`src/rtl/mem_lock_pkg.sv`:
```
package mem_lock_pkg;

  typedef enum logic [3:0] {
    OP_LD_B  = 4'h0,
    OP_LD_W  = 4'h1,
    OP_LD_L  = 4'h2,
    OP_LD_Q  = 4'h3,
    OP_LL_L  = 4'h4,
    OP_LL_Q  = 4'h5,
    OP_LD_QU = 4'h6,
    OP_ST_B  = 4'h8,
    OP_ST_W  = 4'h9,
    OP_ST_L  = 4'hA,
    OP_ST_Q  = 4'hB,
    OP_SC_L  = 4'hC,
    OP_SC_Q  = 4'hD,
    OP_ST_QU = 4'hE
  } memOp_e;

  // size/placement info the datapath needs from decode
  typedef struct packed {
    logic [1:0] sizeLog2;
    logic       forceAlign;
  } accShape_t;

  // per-cycle strobes from control to datapath
  typedef struct packed {
    logic fire;
    logic doWrite;
    logic fault;
    logic scReport;
    logic oldLock;
    logic armLock;
  } accStrobe_t;

endpackage

```
`src/rtl/mem_lock_ctrl.sv`:
```
module mem_lock_ctrl
  import mem_lock_pkg::*;
(
  input  logic       clk,
  input  logic       rstN,
  input  logic       opValid,
  input  logic [3:0] opCode,
  input  logic       misaligned,
  input  logic       lockHit,
  output accShape_t  shape,
  output accStrobe_t strobe
);

  logic legal, isStore, isLocked, isCond;
  logic lockFlag;
  logic active, okAccess;

  always_comb begin
    legal    = 1'b1;
    isLocked = 1'b0;
    isCond   = 1'b0;
    shape    = '0;
    isStore  = opCode[3];
    case (opCode)
      OP_LD_B, OP_ST_B:   shape.sizeLog2 = 2'd0;
      OP_LD_W, OP_ST_W:   shape.sizeLog2 = 2'd1;
      OP_LD_L, OP_ST_L:   shape.sizeLog2 = 2'd2;
      OP_LD_Q, OP_ST_Q:   shape.sizeLog2 = 2'd3;
      OP_LL_L: begin shape.sizeLog2 = 2'd2; isLocked = 1'b1; end
      OP_LL_Q: begin shape.sizeLog2 = 2'd3; isLocked = 1'b1; end
      OP_SC_L: begin shape.sizeLog2 = 2'd2; isCond = 1'b1; end
      OP_SC_Q: begin shape.sizeLog2 = 2'd3; isCond = 1'b1; end
      OP_LD_QU, OP_ST_QU: begin
        shape.sizeLog2   = 2'd3;
        shape.forceAlign = 1'b1;
      end
      default: legal = 1'b0;
    endcase
  end

  assign active   = opValid && legal;
  assign okAccess = active && !misaligned;

  always_comb begin
    strobe          = '0;
    strobe.fault    = active && misaligned;
    strobe.fire     = okAccess && (!isCond || lockFlag);
    strobe.doWrite  = okAccess && (!isCond || lockFlag) && isStore;
    strobe.scReport = okAccess && isCond;
    strobe.oldLock  = lockFlag;
    strobe.armLock  = okAccess && isLocked;
  end

  always_ff @(posedge clk or negedge rstN) begin
    if (!rstN) begin
      lockFlag <= 1'b0;
    end else if (okAccess) begin
      if (isLocked)               lockFlag <= 1'b1;
      else if (isCond)            lockFlag <= 1'b0;
      else if (isStore && lockHit) lockFlag <= 1'b0;
    end
  end

  // a successful load-locked leaves the flag set
  a_r5_arm_sets_lock: assert property (@(posedge clk) disable iff (!rstN)
    strobe.armLock |=> lockFlag);

  // a conditional store always leaves the flag clear
  a_r6_sc_clears_lock: assert property (@(posedge clk) disable iff (!rstN)
    strobe.scReport |=> !lockFlag);

  // a faulting access does not move the flag
  a_r8_fault_keeps_lock: assert property (@(posedge clk) disable iff (!rstN)
    strobe.fault |=> (lockFlag == $past(lockFlag)));

endmodule

```
`src/rtl/mem_lock_dp.sv`:
```
module mem_lock_dp
  import mem_lock_pkg::*;
#(
  parameter int DATA_W = 64,
  parameter int DISP_W = 16
) (
  input  logic              clk,
  input  logic              rstN,
  input  logic [DATA_W-1:0] baseVal,
  input  logic [DISP_W-1:0] disp,
  input  logic [DATA_W-1:0] storeData,
  input  accShape_t         shape,
  input  accStrobe_t        strobe,
  output logic              misaligned,
  output logic              lockHit,
  output logic              memReq,
  output logic              memWrite,
  output logic [DATA_W-1:0] memAddr,
  output logic [DATA_W/8-1:0] memByteEn,
  output logic [DATA_W-1:0] memWData,
  output logic              alignFault,
  output logic              scResultValid,
  output logic [DATA_W-1:0] scResult
);

  localparam int LANES = DATA_W / 8;
  localparam int OFF_W = $clog2(LANES);

  logic [DATA_W-1:0] effAddr, quadAddr, lockAddr, laneData;
  logic [OFF_W-1:0]  byteOff, laneOff;
  logic [OFF_W:0]    spanBytes, lowMask;
  logic [LANES-1:0]  laneEn;

  assign effAddr   = baseVal + {{(DATA_W-DISP_W){disp[DISP_W-1]}}, disp};
  assign byteOff   = effAddr[OFF_W-1:0];
  assign quadAddr  = {effAddr[DATA_W-1:OFF_W], {OFF_W{1'b0}}};
  assign spanBytes = (OFF_W+1)'(1) << shape.sizeLog2;
  assign lowMask   = spanBytes - (OFF_W+1)'(1);
  assign misaligned = !shape.forceAlign && (|(byteOff & lowMask[OFF_W-1:0]));
  assign laneOff   = shape.forceAlign ? '0 : byteOff;
  assign lockHit   = (quadAddr == lockAddr);
  assign laneData  = storeData << {laneOff, 3'b000};

  for (genvar g = 0; g < LANES; g++) begin : g_lane
    assign laneEn[g] = ({1'b0, laneOff} <= (OFF_W+1)'(g)) &&
                       ((OFF_W+1)'(g) < ({1'b0, laneOff} + spanBytes));
  end

  always_ff @(posedge clk or negedge rstN) begin
    if (!rstN) begin
      memReq        <= 1'b0;
      memWrite      <= 1'b0;
      memAddr       <= '0;
      memByteEn     <= '0;
      memWData      <= '0;
      alignFault    <= 1'b0;
      scResultValid <= 1'b0;
      scResult      <= '0;
      lockAddr      <= '0;
    end else begin
      memReq        <= strobe.fire;
      memWrite      <= strobe.doWrite;
      memAddr       <= strobe.fire ? quadAddr : '0;
      memByteEn     <= strobe.fire ? laneEn : '0;
      memWData      <= strobe.doWrite ? laneData : '0;
      alignFault    <= strobe.fault;
      scResultValid <= strobe.scReport;
      scResult      <= strobe.scReport ? DATA_W'(strobe.oldLock) : '0;
      if (strobe.armLock) lockAddr <= quadAddr;
    end
  end

  // a fault pulse never comes with a request or a result
  a_r2_fault_excludes_req: assert property (@(posedge clk) disable iff (!rstN)
    alignFault |-> (!memReq && !memWrite && !scResultValid));

  // request addresses are quadword aligned
  a_r1_quad_aligned: assert property (@(posedge clk) disable iff (!rstN)
    memReq |-> (memAddr[OFF_W-1:0] == '0));

  // lane count matches a legal access size
  a_r3_lane_count: assert property (@(posedge clk) disable iff (!rstN)
    memReq |-> ($countones(memByteEn) == 1 || $countones(memByteEn) == 2 ||
                $countones(memByteEn) == 4 || $countones(memByteEn) == 8));

  // the returned flag occupies bit 0 only
  a_r6_result_bit: assert property (@(posedge clk) disable iff (!rstN)
    scResultValid |-> (scResult[DATA_W-1:1] == '0));

endmodule

```
`src/rtl/mem_lock_unit.sv`:
```
module mem_lock_unit
  import mem_lock_pkg::*;
#(
  parameter int DATA_W = 64,
  parameter int DISP_W = 16
) (
  input  logic              clk,
  input  logic              rstN,
  input  logic              opValid,
  input  logic [3:0]        opCode,
  input  logic [DATA_W-1:0] baseVal,
  input  logic [DISP_W-1:0] disp,
  input  logic [DATA_W-1:0] storeData,
  output logic              memReq,
  output logic              memWrite,
  output logic [DATA_W-1:0] memAddr,
  output logic [DATA_W/8-1:0] memByteEn,
  output logic [DATA_W-1:0] memWData,
  output logic              alignFault,
  output logic              scResultValid,
  output logic [DATA_W-1:0] scResult
);

  accShape_t  shape;
  accStrobe_t strobe;
  logic       misaligned, lockHit;

  mem_lock_ctrl u_ctrl (
    .clk(clk), .rstN(rstN), .opValid(opValid), .opCode(opCode),
    .misaligned(misaligned), .lockHit(lockHit),
    .shape(shape), .strobe(strobe)
  );

  mem_lock_dp #(.DATA_W(DATA_W), .DISP_W(DISP_W)) u_dp (
    .clk(clk), .rstN(rstN), .baseVal(baseVal), .disp(disp),
    .storeData(storeData), .shape(shape), .strobe(strobe),
    .misaligned(misaligned), .lockHit(lockHit),
    .memReq(memReq), .memWrite(memWrite), .memAddr(memAddr),
    .memByteEn(memByteEn), .memWData(memWData), .alignFault(alignFault),
    .scResultValid(scResultValid), .scResult(scResult)
  );

  // an idle cycle produces no activity on the next cycle
  a_r9_idle_quiet: assert property (@(posedge clk) disable iff (!rstN)
    !opValid |=> (!memReq && !alignFault && !scResultValid));

endmodule

```
`config.mk`:
```
export PLATFORM = sky130hd
export DESIGN_NAME = mem_lock_unit
export DESIGN_NICKNAME = d
export VERILOG_FILES = /design/src/rtl/mem_lock_pkg.sv /design/src/rtl/mem_lock_ctrl.sv /design/src/rtl/mem_lock_dp.sv /design/src/rtl/mem_lock_unit.sv
export SDC_FILE = /design/constraint.sdc
export NUM_CORES = 1
export LEC_CHECK = 0
export ABC_AREA = 1
export BUFFER_PORTS_ARGS = -buffer_cell sky130_fd_sc_hd__buf_2
export CAP_MARGIN = 20
export CELL_PAD_IN_SITES_DETAIL_PLACEMENT = 0
export CELL_PAD_IN_SITES_GLOBAL_PLACEMENT = 2
export CORE_MARGIN = 2
export CORE_UTILIZATION = 29
export CTS_CLUSTER_SIZE = 25
export DETAILED_ROUTE_END_ITERATION = 8
export PLACE_DENSITY = 0.78
export SLEW_MARGIN = 0
export SYNTH_ARGS = -nofsm -noshare
export SYNTH_HDL_FRONTEND = slang
export SYNTH_HIERARCHICAL = 1
export SYNTH_SLANG_ARGS = --single-unit
export TNS_END_PERCENT = 10
```
`constraint.sdc`:
```
create_clock -name clk -period 2.1 [get_ports clk]
set_input_delay 0 -clock clk [delete_from_list [all_inputs] [get_ports clk]]
set_output_delay 0 -clock clk [all_outputs]
set_load 0.1 [all_outputs]
```
After elaboration in Yosys (flattened, before gate mapping)
Cells that the tools add are included.
- bits of input ports: 151
- word-level logic and storage cells: 89
- output and inout port bits: 204
- register bits after elaboration: 266
- mux-type cells: 13
- $lt $le $gt $ge: 15
- shift operators: 2
- reductions and logical operators: 31
- equality and inequality tests: 14
- bitwise gates (word level): 1
- add/sub/neg operators: 3
- operators with widths (kind ; count):
    two-way mux 64 bit ; 2
    adder 64 bit ; 1
    << shifter 64 x 6 -> 64 bit ; 1
    equality test 61 bit ; 1
    equality test 4 bit, second input constant ; 7
    logical AND 1 bit ; 16
    < comparator 3 x 4 -> 1 bit, first input constant ; 4
    OR reduction 14 bit ; 1
    equality test 4 x 3 -> 1 bit, second input constant ; 3
    less-or-equal comparator 3 bit, second input constant ; 3
    equality test 4 x 2 -> 1 bit, second input constant ; 2
    < comparator 1 x 4 -> 1 bit, first input constant ; 2
    < comparator 2 x 4 -> 1 bit, first input constant ; 2
    two-way mux 1 bit ; 8
    two-way mux 8 bit ; 1
    OR reduction 2 bit ; 4
    less-or-equal comparator 3 x 1 -> 1 bit, second input constant ; 2
    less-or-equal comparator 3 x 2 -> 1 bit, second input constant ; 2
    case mux 2 bit (3 select lines) ; 1
    OR reduction 6 bit ; 1
    adder 3 x 4 -> 4 bit ; 1
    equality test 4 x 1 -> 1 bit, second input constant ; 1
    zero test 4 bit ; 1
    OR reduction 4 bit ; 1
    other kinds (9) ; 11

Logic depth before layout (Yosys ltp)
Gate-level depths: netlist of run 1.
- depth after elaboration: 13
- depth in mapped cells: 27
- gate-level depth less buffers: 27

Cells and area by module
Netlist of run 1, hierarchy kept.
- by module, submodules not included (module ; sequential area each (sq um) ; cells each ; area an instance (sq um) ; times used):
    mem_lock_dp ; 4979.8 ; 2468 ; 15608.7 ; 1
    mem_lock_ctrl ; 25.0 ; 29 ; 161.4 ; 1

Worst setup path before layout of run 1
OpenSTA, ideal clock, no wires.
- path type: input -> register
- start point: input port baseVal[0]
- end point: register u_dp.memByteEn[2]
- path slack: -0.529 ns
- stages: 12
- data required time: 1.975 ns
- arrival: 2.503 ns
- buffers on the path: 2
- library setup time: 0.125 ns
- cell sequence: ha_1 inv_1 fa_1 nor2_1 inv_1 clkbuf_1 clkbuf_1 fa_1 xor2_1 nand2_1 a21oi_1 a2111oi_0
- longest elaborated chain between the ends: 8
- elaborated cells on any way between the ends: 13
- classes of those cells: add/sub: 2; order compare: 2; mux: 2; bitwise: 1; reduce/logical: 6
- ends and longest elaborated chain (what ; RTL line ; source):
    start, declared ; mem_lock_unit.sv:11 ; input logic [DATA_W-1:0] baseVal,
    adder 64 bit * ; mem_lock_dp.sv:34 ; assign effAddr = baseVal + {{(DATA_W-DISP_W){disp[DISP_W-1]}}, disp};
    branches (longest 6 deep; another with adder 3 x 4 -> 4 bit) ; - ;
    two-way mux 8 bit * ; mem_lock_dp.sv:64 ; memByteEn <= strobe.fire ? laneEn : '0;
    end signal, assigned ; mem_lock_dp.sv:64 ;
    end, declared ; mem_lock_dp.sv:19 ; output logic [DATA_W/8-1:0] memByteEn,
Every way passes the cells marked *.
A chain may end at the register's enable or synchronous reset.

Worst setup path after layout of run 1
- start point: input port disp[15]
- end point: register u_ctrl.lockFlag
- longest elaborated chain between the ends: 5
- ends and longest elaborated chain (what ; RTL line ; source):
    start, declared ; mem_lock_unit.sv:12 ; input logic [DISP_W-1:0] disp,
    adder 64 bit ; mem_lock_dp.sv:34 ;
    equality test 61 bit ; mem_lock_dp.sv:41 ; assign lockHit = (quadAddr == lockAddr);
    named net lockHit ; mem_lock_unit.sv:26 ; logic misaligned, lockHit;
    logical AND 1 bit ; mem_lock_ctrl.sv:60 ; else if (isStore && lockHit) lockFlag <= 1'b0;
    nonzero test 3 bit (no line) ; - ;
    AND reduction 2 bit (no line) ; - ;
    end signal, assigned ; mem_lock_ctrl.sv:58 ; if (isLocked) lockFlag <= 1'b1;
    end signal, assigned ; mem_lock_ctrl.sv:59 ; else if (isCond) lockFlag <= 1'b0;
    end signal, assigned ; mem_lock_ctrl.sv:60 ;
    end, declared ; mem_lock_ctrl.sv:15 ; logic lockFlag;
The timed path passes the listed nets, and every way through them passes these cells.

==> results of run 1 <==
power breakdown:
part           internal, mW  switching [mW]  leakage, nW  total, mW
Combinational          3.44            5.96         11.1       9.40
Sequential             4.48           0.421         2.67       4.90
Clock                  1.78            1.97        0.318       3.76
Total                  9.71            8.35         14.1       18.1
flip-flops by register name, indices dropped and copies added (netlist names):
register	count
u_dp/scResult	1
u_dp/memReq	1
u_dp/alignFault	1
u_dp/memWrite	1
u_dp/memAddr	61
u_dp/memWData	64
u_ctrl/lockFlag	1
u_dp/memByteEn	8
u_dp/lockAddr	61
u_dp/scResultValid	1
worst min-delay path, delay by kind of cell:
family | cells | cell delay (ps)
AOI/OAI and AO/OA | 3 | 310
buffers and inverters | 1 | 110
and+or+nand+nor | 1 | 70
logic make-up after synthesis:
logic type	after synthesis	synth area share [%]
flip-flops	200	31.74
buffers and inverters	531	14.34
AO/OA/AOI/OAI	273	9.505
AND/OR/NAND/NOR	1398	36.83
other	1	0.02378
XOR/XNOR	26	2.071
adder cells (fa/ha/maj)	68	5.490
per-layer routing:
| metal | vias up | track usage [%] |
|---|---|---|
| li1 | 9340 | - |
| met3 | 109 | 3.832 |
| met2 | 397 | 42.99 |
| met4 | 2 | 10.22 |
| met1 | 8599 | 31.29 |
| met5 | - | 0 |
worst paths after layout:
kind,cells after the start,slack (ps),end
max,27,-390,u_ctrl/lockFlag
min,5,20,u_dp/memWData[61]
max reg2reg,17,-260,u_ctrl/lockFlag
min reg2reg,2,500,u_dp/lockAddr[15]
max in group asynchronous,3,1360,u_dp/lockAddr[63]
min in group asynchronous,2,70,u_dp/lockAddr[37]
area by class of cell:
class                   instances  area (µm²)
multi-input cells            1831       10880
inverters                     415        1563
flip-flops and latches        200        5005
repair buffers                883        6578
well taps                     696       870.8
fillers                      5554       28260
clock buffers                  17       425.4
clock inverters                15       236.5
timing repair:
action                     CTS  global route
setup buffers               16            22
gates resized for setup    272           255
hold endpoints to repair   257             0
setup endpoints to repair    9            10
pin swaps                   75           120
gates cloned                 4             2
hold buffers                73             0
per-stage QoR:
| step | hold slack (ps) | instances |
|---|---|---|
| 6_report | 23.99 | 4057 |
| 2_1_floorplan | -295.6 | 2562 |
| 4_1_cts | 0.4730 | 4033 |
| 3_3_place_gp | 38.08 | 3908 |
| 5_1_grt | 45.30 | 4057 |
| 3_5_place_dp | 40.30 | 3908 |
cell usage in the layout, fill, tap and decap left out, types with 6 or more instances in the layout:
master	instances
a21oi_2	29
nand3_4	8
nand4_1	15
buf_16	6
a211oi_1	9
nor2_2	57
o21ai_0	137
inv_1	367
o211ai_1	8
dfrtp_1	200
o22ai_1	16
nand3_1	110
a21oi_4	8
clkinv_8	6
nand2_1	704
ha_2	7
nand3_2	26
inv_2	44
buf_2	286
nand2_2	147
a22oi_1	15
nor2_1	180
buf_6	11
buf_4	482
nor3_1	31
buf_12	22
dlygate4sd3_1	72
clkbuf_16	19
ha_4	54
nand2_4	28
xor2_1	7
a21oi_1	33
nor3_2	7
xnor2_1	10
nand3b_1	34
nor2_4	40
conb_1	66
==> results.txt, run 1 <==
----------------------------------------------------
[STA]
  Slew at the pin with the worst max-slew slack ... 705.8 ps
  Maximum clock frequency ... 401.1 MHz
  Max-slew violations ... 0
  Minimum period implied by the final worst setup slack ... 2493 ps
  Setup violations, final ... 1
  Final period utilization ... 118.7%
  Setup TNS after final layout ... -392.9 ps
  Largest clock skew in the final design ... 10.00 ps
  Worst setup slack after layout ... -392.9 ps
  RSZ-0062 raised after global routing ... yes
  Slew margin rel. ... 52.77%
  Final hold violation count ... 0

[Synthesis]
  Number of enable-type register cells in the synthesized netlist ... 0
  Cell count after synthesis ... 2,497
  Count of distinct cell types in the synthesized netlist ... 39
  Most common flop cell mapped by yosys ... dfrtp_1
  Cell with the most instances after synthesis ... nand2_1
  Syn avg cell area ... 6.316 µm²
  Post-synthesis instance area ... 15,770 µm²
  Fraction of synthesis flops using an asynchronous set or reset pin ... 100.0%
  Post-synth top area share ... 31.74%
  #FFs+latches synth ... 200
  Part of the Yosys area used for sequential elements ... 31.74%
  Area leader, netlist ... dfrtp_1
  Most common library cells after synthesis ... 859 x nand2_1, 396 x inv_1, 263 x nor2_1, 200 x dfrtp_1, 144 x o21ai_0
  Synth area leaders ... dfrtp_1 32%, nand2_1 20%, inv_1 9.4%, nor2_1 6.3%, ha_1 5.2%
  Syn. warnings ... 6

[Clock tree]
  Clock insertion delay at the later pin of the skew report ... 510 ps
  Max clock buf depth ... 2
  Cts bufs inserted ... 17
  TritonCTS sink count ... 200
  Total number of H-tree levels ... 4
  CTS tree ... yes
  Clock transition at the registers of the reported paths ... 90 ps
  Root cell of the clock tree ... clkbuf_16

[GRT]
  Maximum number of pins on one net before global-route repair ... 66
  Congestion Overflow GR ... 0
  GRT Total Usage ... 24.99%
  Number of global-route vias before repair ... 18,370
  Global-route wire length before repair ... 105,600 µm
  Number of antenna violations at the first check in global routing ... 1

[Die]
  Chip height ... 237.2 µm
  Core footprint ... 53,810 µm²
  Standard-cell rows ... 85
  Overall die width ... 237.2 µm
  Ports placed on the boundary ... 355
  Die Area ... 56,260 µm²
  Initial core utilization ... 29.30%

[Detailed routing]
  Wire length on met1 ... 30,920 µm
  Post-detailed-route wirelength per cell ... 17.41 µm
  Initial drt markers ... 1,029
  Via count ... 18,450
  Met3 wire length ... 2704 µm
  Post-route DRC ... 0
  Drt pass-1 iters ... 5
  Number of routed nets with antenna violations ... 0
  Avg Vias per Cell ... 4.547
  Final wirelength ... 70,630 µm
  Max Used Layer ... met5
  WL met2 ... 34,200 µm

[Placed design]
  Placement-stage cell area ... 21,510 µm²
  Total half-perimeter wirelength after legalization and detailed placement ... 57,050 µm
  Quantity of I/O buffers inserted on ports ... 288
  DP Worst Slack ... -1712 ps
  RD Place Congestion ... 0.9435

[Worst setup path]
  Most frequent cell on the critical path ... nand2_2
  Kind of cell with the highest combined delay on the critical path ... simple AND/OR/NAND/NOR gates
  Buffers and inverters on the worst path ... 7
  Launch point of the critical path ... disp[15]
  Worst setup path category ... in -> reg
  Critical path data arrival time ... 2890 ps
  Type of element launching the critical path ... input port
  Crit-path max FO ... 8
  Slowest cell on the critical path ... ha_4
  Worst reg2reg path startpoint ... u_dp/lockAddr[4]
  CP Capture Type ... flip-flop
  Stage delay of the slowest cell on the critical path ... 270 ps
  Required time of the worst setup path ... 2490 ps

[Finish]
  Antenna Diode Count ... 0
  Area overhead of the layout relative to synthesis ... 62.04%
  Share of the core filled with cells ... 47.49%
  Fraction of layout instances using a drive strength above 1 ... 39.07%
  Nets ... 3,567
  Post-route standard cell area excluding fillers ... 25,550 µm²

[Outcome]
  Violations in the final reports ... setup timing
  Status ... finished, violations left

[Job]
  Max cap viols ... 0

[Power and ir drop]
  Total power after layout ... 18.06 mW
  Leak ... 14.10 nW
  Pwr dens ... 706.8 nW/µm²
  Worst voltage drop across the vdd grid ... 0.6963 mV

[Worst hold path]
  Worst hold path class ... in -> reg
  Beginning of the worst hold path ... storeData[37]

----------------------------------------------------
(Power assumes the default switching activity.)
==> inputs of run 2 (changes only) <==
--- a/config.mk
+++ b/config.mk
@@ -15,5 +15,5 @@
 export CTS_CLUSTER_SIZE = 25
 export DETAILED_ROUTE_END_ITERATION = 8
-export PLACE_DENSITY = 0.78
+export PLACE_DENSITY_LB_ADDON = 0.12
 export SLEW_MARGIN = 0
 export SYNTH_ARGS = -nofsm -noshare
==> constraint.sdc (replaced) <==
create_clock -name clk -period 2.1 [get_ports clk]
set_input_delay 0 -clock clk [delete_from_list [all_inputs] [get_ports clk]]
set_output_delay 0 -clock clk [all_outputs]
set_load 0.005 [all_outputs]
==> run 2 against run 1 <==
Against the previous run: the run still ends with setup timing left; core utilization about the same; critical path depth is 1 lower; count of clock-buffer cells in the layout unchanged; sequential share of layout area about the same.
==> results.txt, run 2 (synthesis results as in run 1) <==
----------------------------------------------------
[Detailed routing]
  Final wirelength ... 70,280 µm (was 70,630 µm)
  Via count ... 18,560 (was 18,450)
  Avg Vias per Cell ... 4.562 (was 4.547)
  Post-route DRC ... 0 (unchanged)
  Initial drt markers ... 869 (was 1,029)
  Drt pass-1 iters ... 5 (unchanged)
  Number of routed nets with antenna violations ... 0 (unchanged)
  Post-detailed-route wirelength per cell ... 17.28 µm (was 17.41 µm)

[Placed design]
  Total half-perimeter wirelength after legalization and detailed placement ... 56,810 µm (was 57,050 µm)
  Placed instance count ... 3,907 (was 3,908)
  RD Place Congestion ... 0.9579 (was 0.9435)
  DP Worst Slack ... -1829 ps (was -1712 ps)
  Quantity of I/O buffers inserted on ports ... 288 (unchanged)

[Worst setup path]
  Worst setup path category ... in -> reg (unchanged)
  Critical path data arrival time ... 3040 ps (was 2890 ps)
  CP Capture Type ... flip-flop (unchanged)
  Stage delay of the slowest cell on the critical path ... 260 ps (was 270 ps)
  Slowest cell on the critical path ... ha_4 (unchanged)
  Required time of the worst setup path ... 2500 ps (was 2490 ps)
  Crit-path max FO ... 8 (unchanged)
  Type of element launching the critical path ... input port (unchanged)
  Most frequent cell on the critical path ... nand2_1 (was nand2_2)
  R2R cell count ... 17 (unchanged)
  Worst reg2reg setup slack ... -300 ps (was -260 ps)

[STA]
  Minimum period implied by the final worst setup slack ... 2647 ps (was 2493 ps)
  Setup violations, final ... 1 (unchanged)
  Max-slew violations ... 0 (unchanged)
  WHS ... 36.22 ps (was 23.99 ps)
  Slew margin rel. ... 36.44% (was 52.77%)
  Final period utilization ... 126.1% (was 118.7%)
  Maximum clock frequency ... 377.8 MHz (was 401.1 MHz)
  Worst setup slack after layout ... -547.1 ps (was -392.9 ps)
  Setup TNS after final layout ... -547.1 ps (was -392.9 ps)
  RSZ-0062 raised after global routing ... yes (unchanged)
  Final hold violation count ... 0 (unchanged)
  Largest clock skew in the final design ... 14.94 ps (was 10.00 ps)
  Slew at the pin with the worst max-slew slack ... 949.9 ps (was 705.8 ps)

[Worst hold path]
  Min-Delay Path Depth ... 5 (unchanged)
  Worst hold path class ... in -> reg (unchanged)

[Power and ir drop]
  Share of total power in combinational logic ... 47.3% (was 52.1%)
  Leak ... 14.14 nW (was 14.10 nW)
  Sequential share of power ... 30.6% (was 27.1%)
  Switching portion of total power ... 40.05% (was 46.25%)
  Worst voltage drop across the vdd grid ... 0.7082 mV (was 0.6963 mV)
  Net switching power ... 6.409 mW (was 8.354 mW)
  Pwr dens ... 625.6 nW/µm² (was 706.8 nW/µm²)
  Internal power ... 9.593 mW (was 9.709 mW)
  Part of the power in the clock network ... 22.1% (was 20.8%)

[Finish]
  Largest registers ... u_dp/memWData x64, u_dp/lockAddr x61, u_dp/memAddr x61 (unchanged)
  Number of filler cells placed in the layout ... 5,602 (was 5,554)
  Leading cell types in the layout, fill and taps excluded ... 722 x nand2_1, 480 x buf_4, 374 x inv_1 (was 704 x nand2_1, 482 x buf_4, 367 x inv_1)
  Largest reg by FF count ... u_dp/memWData (unchanged)
  Nets ... 3,577 (was 3,567)
  Fraction of layout instances using a drive strength above 1 ... 38.62% (was 39.07%)
  Most common cell after layout, fill and taps aside ... nand2_1 (unchanged)
  Area overhead of the layout relative to synthesis ... 62.21% (was 62.04%)
  Filler-free cell count of the finished design ... 4,068 (was 4,057)
  Share of the core filled with cells ... 47.54% (was 47.49%)
  Number of flip-flops under the largest register name ... 64 (unchanged)

[GRT]
  Global-route wire length before repair ... 105,300 µm (was 105,600 µm)
  Congestion Overflow GR ... 0 (unchanged)
  GRT Total Usage ... 24.91% (was 24.99%)
  Maximum number of pins on one net before global-route repair ... 68 (was 66)
  Number of antenna violations at the first check in global routing ... 0 (was 1)
  Number of global-route vias before repair ... 18,490 (was 18,370)

[Clock tree]
  CTS tree ... yes (unchanged)
  Cts bufs inserted ... 17 (unchanged)
  TritonCTS sink count ... 200 (unchanged)
  Max clock buf depth ... 2 (unchanged)
  Clock transition at the registers of the reported paths ... 90 ps (about the same)
  Total number of H-tree levels ... 4 (unchanged)
  Root cell of the clock tree ... clkbuf_16 (unchanged)
  Clock insertion delay at the later pin of the skew report ... 520 ps (was 510 ps)

[Die]
  Die Area ... 56,260 µm² (unchanged)
  Initial core utilization ... 29.30% (unchanged)
  Standard-cell rows ... 85 (unchanged)
  Ports placed on the boundary ... 355 (unchanged)
  Chip height ... 237.2 µm (unchanged)
  Overall die width ... 237.2 µm (unchanged)
  Core footprint ... 53,810 µm² (unchanged)

[Job]
  Max cap viols ... 0 (unchanged)

[Outcome]
  Violations in the final reports ... setup timing (unchanged)
  Status ... finished, violations left (unchanged)

----------------------------------------------------
[run 2: changes by cell type in the layout (fill, tap and decap cells not counted), sizes merged]
cell / delta
dlymetal6s4s: -1
dlygate4sd3: +7
clkinv: +1
buf: +6
diode: +1
clkinvlp: +1
inv: -1
bufinv: -1
clkbuf: -2
[run 2: layer usage]
layer	GRT usage, %	wire [µm]	vias to the layer above
met3	2.752	2844	76
met2	43.62	34260	453
met5	0	0	-
li1	-	-	9358
met4	8.233	1885	0
met1	32.00	31290	8670
[run 2: through the flow]
| stage | cell area, µm² | total power [mW] |
|---|---|---|
| final | 25580 | 16.00 |
| after CTS | 25200 | 16.04 |
| after detailed placement | 21460 | 11.42 |
| after floorplan | 16070 | 8.271 |
| after global placement | 21460 | 11.35 |
| after global routing | 25580 | 17.13 |
[run 2: worst paths after layout]
check | startpoint | end
min reg2reg | u_dp/lockAddr[18] | u_dp/lockAddr[18]
max reg2reg | u_dp/lockAddr[4] | u_ctrl/lockFlag
min in group asynchronous | rstN | u_dp/memAddr[4]
max | disp[15] | u_ctrl/lockFlag
min | storeData[17] | u_dp/memWData[41]
max in group asynchronous | rstN | u_dp/memAddr[12]
[run 2: power groups by stage]
stage / sequential, mW / combinational [mW] / clock, mW
detailed placement: 4.96 / 6.45 / 0
floorplan: 4.88 / 3.39 / 0
global route: 4.97 / 8.36 / 3.80
global placement: 4.95 / 6.40 / 0
finish: 4.89 / 7.58 / 3.54
CTS: 4.90 / 7.46 / 3.69
[run 2: layout make-up]
type | instances | area [µm²] | area share, %
Antenna cell | 1 | 2.502 | 0.009782
Clock buffer | 17 | 425.4 | 1.663
Clock inverter | 15 | 190.2 | 0.7435
Inverter | 415 | 1563 | 6.109
Multi-Input combinational cell | 1831 | 10880 | 42.54
Sequential cell | 200 | 5005 | 19.56
Tap cell | 696 | 870.8 | 3.404
Timing Repair Buffer | 893 | 6641 | 25.96
[run 2: timing repair]
action,in CTS,in global routing
cloned,4,0
endpoints found under the hold margin,261,0
setup buffers,51,6
gates resized for setup,445,94
pin swaps,132,48
endpoints found under the setup margin,8,41
hold buffers,79,0
[run 2: worst max-delay path: cells and delay by family]
| kind | cells | cell delay, ps |
|---|---|---|
| buf+inv | 8 | 980 |
| fa+ha+maj | 1 | 260 |
| simple gates | 15 | 1470 |
| compound gates | 2 | 340 |
==> inputs of run 3 (changes only) <==
- REMOVE_ABC_BUFFERS: unset -> 1
==> run 3 against run 2 <==
Against the previous run: the run still ends with setup timing left; routed wire length is 0.98% lower; non-clock buffer count is 42 lower; hold slack better by 16 ps; clock power is 5% higher; clock skew is 1.3 ps higher; count of clock-buffer cells in the layout stayed put; total power hardly changed; combinational power is 2.8% lower; sequential share of layout area is 0.58 points higher; first-iteration DRC count is 12% higher; design area is 2.9% lower; core utilization is 1.4 points lower.
==> results.txt, run 3 (synthesis results as in run 1) <==
----------------------------------------------------
[Clock tree]
  Total number of H-tree levels ... 4 (unchanged)
  Clock insertion delay at the later pin of the skew report ... 530 ps (was 520 ps)
  Root cell of the clock tree ... clkbuf_16 (unchanged)
  Cts bufs inserted ... 17 (unchanged)
  CTS tree ... yes (unchanged)
  Clock transition at the registers of the reported paths ... 90 ps (about the same)
  Max clock buf depth ... 2 (unchanged)
  TritonCTS sink count ... 200 (unchanged)

[Power and ir drop]
  Sequential share of power ... 30.7% (was 30.6%)
  Switching portion of total power ... 40.82% (was 40.05%)
  Internal power ... 9.469 mW (was 9.593 mW)
  Pwr dens ... 644.1 nW/µm² (was 625.6 nW/µm²)
  Part of the power in the clock network ... 23.3% (was 22.1%)
  Share of total power in combinational logic ... 46.0% (was 47.3%)
  Worst voltage drop across the vdd grid ... 0.6703 mV (was 0.7082 mV)
  Net switching power ... 6.532 mW (was 6.409 mW)
  Leak ... 13.76 nW (was 14.14 nW)

[Worst setup path]
  Critical path data arrival time ... 2910 ps (was 3040 ps)
  Required time of the worst setup path ... 2510 ps (was 2500 ps)
  Launch point of the critical path ... disp[15] (unchanged)
  Worst reg2reg setup slack ... -200 ps (was -300 ps)
  Crit-path max FO ... 7 (was 8)
  CP Capture Type ... flip-flop (unchanged)
  Reg-to-reg endpoint ... u_ctrl/lockFlag (unchanged)
  R2R cell count ... 17 (unchanged)
  Crit path capture ... u_ctrl/lockFlag (unchanged)
  Worst setup path category ... in -> reg (unchanged)
  Type of element launching the critical path ... input port (unchanged)
  Worst reg2reg path startpoint ... u_dp/lockAddr[4] (unchanged)

[GRT]
  Global-route wire length before repair ... 105,400 µm (was 105,300 µm)
  GRT Total Usage ... 24.88% (was 24.91%)
  Congestion Overflow GR ... 0 (unchanged)
  Number of global-route vias before repair ... 18,360 (was 18,490)
  Number of antenna violations at the first check in global routing ... 1 (was 0)
  Maximum number of pins on one net before global-route repair ... 52 (was 68)

[Placed design]
  Quantity of I/O buffers inserted on ports ... 288 (unchanged)
  Total half-perimeter wirelength after legalization and detailed placement ... 55,740 µm (was 56,810 µm)
  Placement-stage cell area ... 21,110 µm² (was 21,460 µm²)
  RD Place Congestion ... 0.9056 (was 0.9579)
  Placed instance count ... 3,863 (was 3,907)

[Die]
  Chip height ... 237.2 µm (unchanged)
  Die Area ... 56,260 µm² (unchanged)
  Standard-cell rows ... 85 (unchanged)
  Initial core utilization ... 29.30% (unchanged)
  Ports placed on the boundary ... 355 (unchanged)
  Overall die width ... 237.2 µm (unchanged)
  Core footprint ... 53,810 µm² (unchanged)

[STA]
  Final hold violation count ... 0 (unchanged)
  Slew at the pin with the worst max-slew slack ... 821.0 ps (was 949.9 ps)
  Largest clock skew in the final design ... 16.22 ps (was 14.94 ps)
  Worst setup slack after layout ... -400.4 ps (was -547.1 ps)
  RSZ-0062 raised after global routing ... yes (unchanged)
  Minimum period implied by the final worst setup slack ... 2500 ps (was 2647 ps)
  Final period utilization ... 119.1% (was 126.1%)
  Setup violations, final ... 3 (was 1)
  Slew margin rel. ... 45.07% (was 36.44%)
  Max-slew violations ... 0 (unchanged)
  Maximum clock frequency ... 399.9 MHz (was 377.8 MHz)

[Finish]
  Number of flip-flops under the largest register name ... 64 (unchanged)
  Post-route standard cell area excluding fillers ... 24,840 µm² (was 25,580 µm²)
  Number of filler cells placed in the layout ... 5,676 (was 5,602)
  Largest reg by FF count ... u_dp/memWData (unchanged)
  Filler-free cell count of the finished design ... 4,026 (was 4,068)
  Nets ... 3,535 (was 3,577)
  Area overhead of the layout relative to synthesis ... 57.53% (was 62.21%)
  Leading cell types in the layout, fill and taps excluded ... 755 x nand2_1, 433 x buf_4, 380 x inv_1 (was 722 x nand2_1, 480 x buf_4, 374 x inv_1)
  Most common cell after layout, fill and taps aside ... nand2_1 (unchanged)
  Fraction of layout instances using a drive strength above 1 ... 34.76% (was 38.62%)
  Largest registers ... u_dp/memWData x64, u_dp/lockAddr x61, u_dp/memAddr x61 (unchanged)

[Outcome]
  Violations in the final reports ... setup timing (unchanged)
  Status ... finished, violations left (unchanged)

[Detailed routing]
  Final wirelength ... 69,590 µm (was 70,280 µm)
  Post-detailed-route wirelength per cell ... 17.29 µm (was 17.28 µm)
  Post-route DRC ... 0 (unchanged)
  Initial drt markers ... 974 (was 869)
  Drt pass-1 iters ... 5 (unchanged)
  Via count ... 18,300 (was 18,560)
  Avg Vias per Cell ... 4.545 (was 4.562)
  Number of routed nets with antenna violations ... 0 (unchanged)

[Worst hold path]
  Worst hold path class ... in -> reg (unchanged)

[Job]
  Max cap viols ... 0 (unchanged)

----------------------------------------------------
==> run 3: cell types whose count changed in the layout (fill, tap and decap cells not counted), moves of 5 or more <==
cell           delta
o21ai_0           +5
buf_4            -47
inv_1             +6
dlygate4sd3_1    +15
buf_6            -13
nand2_1          +33
nand2_4          -18
ha_4              -5
a21oi_2          -18
nor2_1           +21
a21oi_1          +17
nor2_2           -17
inv_2             -7
nand2_2          -15
==> run 3: timing repair <==
item	4_1_cts	5_1_grt
buffers inserted	20	12
gates resized for setup	313	103
endpoints found under the setup margin	10	19
pin swaps	93	70
hold buffers	95	0
hold endpoints to repair	255	0
gates cloned	3	0
==> run 3: power groups by stage <==
stage	registers, mW	logic [mW]	clock network [mW]
after floorplan	4.88	3.23	0
after global placement	4.96	6.32	0
after detailed placement	4.97	6.35	0
after CTS	4.90	7.15	3.87
after global routing	4.98	8.15	3.98
final	4.90	7.37	3.73
==> run 3: layout make-up <==
class	count	area [µm²]	share of cell area, %
timing repair buffer	851	6322	25.45
tap	696	870.8	3.505
clock buffer	17	425.4	1.712
sequential	200	5005	20.15
inverter	415	1564	6.296
multi-input combinational	1831	10440	42.04
clock inverter	15	209.0	0.8411
antenna	1	2.502	0.01007
==> run 3: metal layers <==
layer	wire length [µm]	track usage, %	part of all wire, %	up-vias
li1	-	-	-	9292
met1	32170	33.13	46	8510
met2	32730	41.82	47	449
met3	3510	4.436	5.0	49
met4	1184	6.080	1.7	0
met5	0	0	0	-
==> run 3: critical path, cell delays in order <==
cell,delay [ps]
buf_16,140
buf_16,160
ha_4,310
buf_4,120
nand2_4,60
nor2_4,140
nand2_1,130
nor2_2,110
nand2_2,80
nand2_4,110
buf_12,110
nand2_1,60
nand3b_1,80
nand2_1,60
nor2_1,130
buf_4,130
nand4_1,220
nor2_2,170
nand3_2,110
nor2_4,140
nand2_1,60
inv_1,50
nor2_1,30
o21bai_1,140
nand2_1,60
==> run 3: worst min-delay path by stage <==
stage / startpoint / slack [ps] / cells after the start / to
floorplan: rstN / -300 / 0 / u_ctrl/lockFlag
global placement: rstN / -60 / 1 / u_dp/memAddr[32]
detailed placement: rstN / -60 / 1 / u_dp/memAddr[32]
CTS: storeData[27] / 8 / 5 / u_dp/memWData[43]
global route: storeData[27] / 60 / 5 / u_dp/memWData[43]
finish: disp[4] / 50 / 5 / u_dp/memAddr[4]
==> run 3: metrics by stage <==
stage                     setup WS (ps)  util (%)  hold slack (ps)  total power, mW  TNS, ps
final                            -400.4     46.16            52.17            16.00   -679.3
after global placement            -1571     39.22           -55.22            11.28   -64050
after detailed placement          -1565     39.22           -62.63            11.31   -63760
after CTS                        -315.6     45.20            8.473            15.93   -530.6
after global routing             -547.3     46.16            56.97            17.12    -1068
after floorplan                   -1837         -           -295.6            8.104  -158970
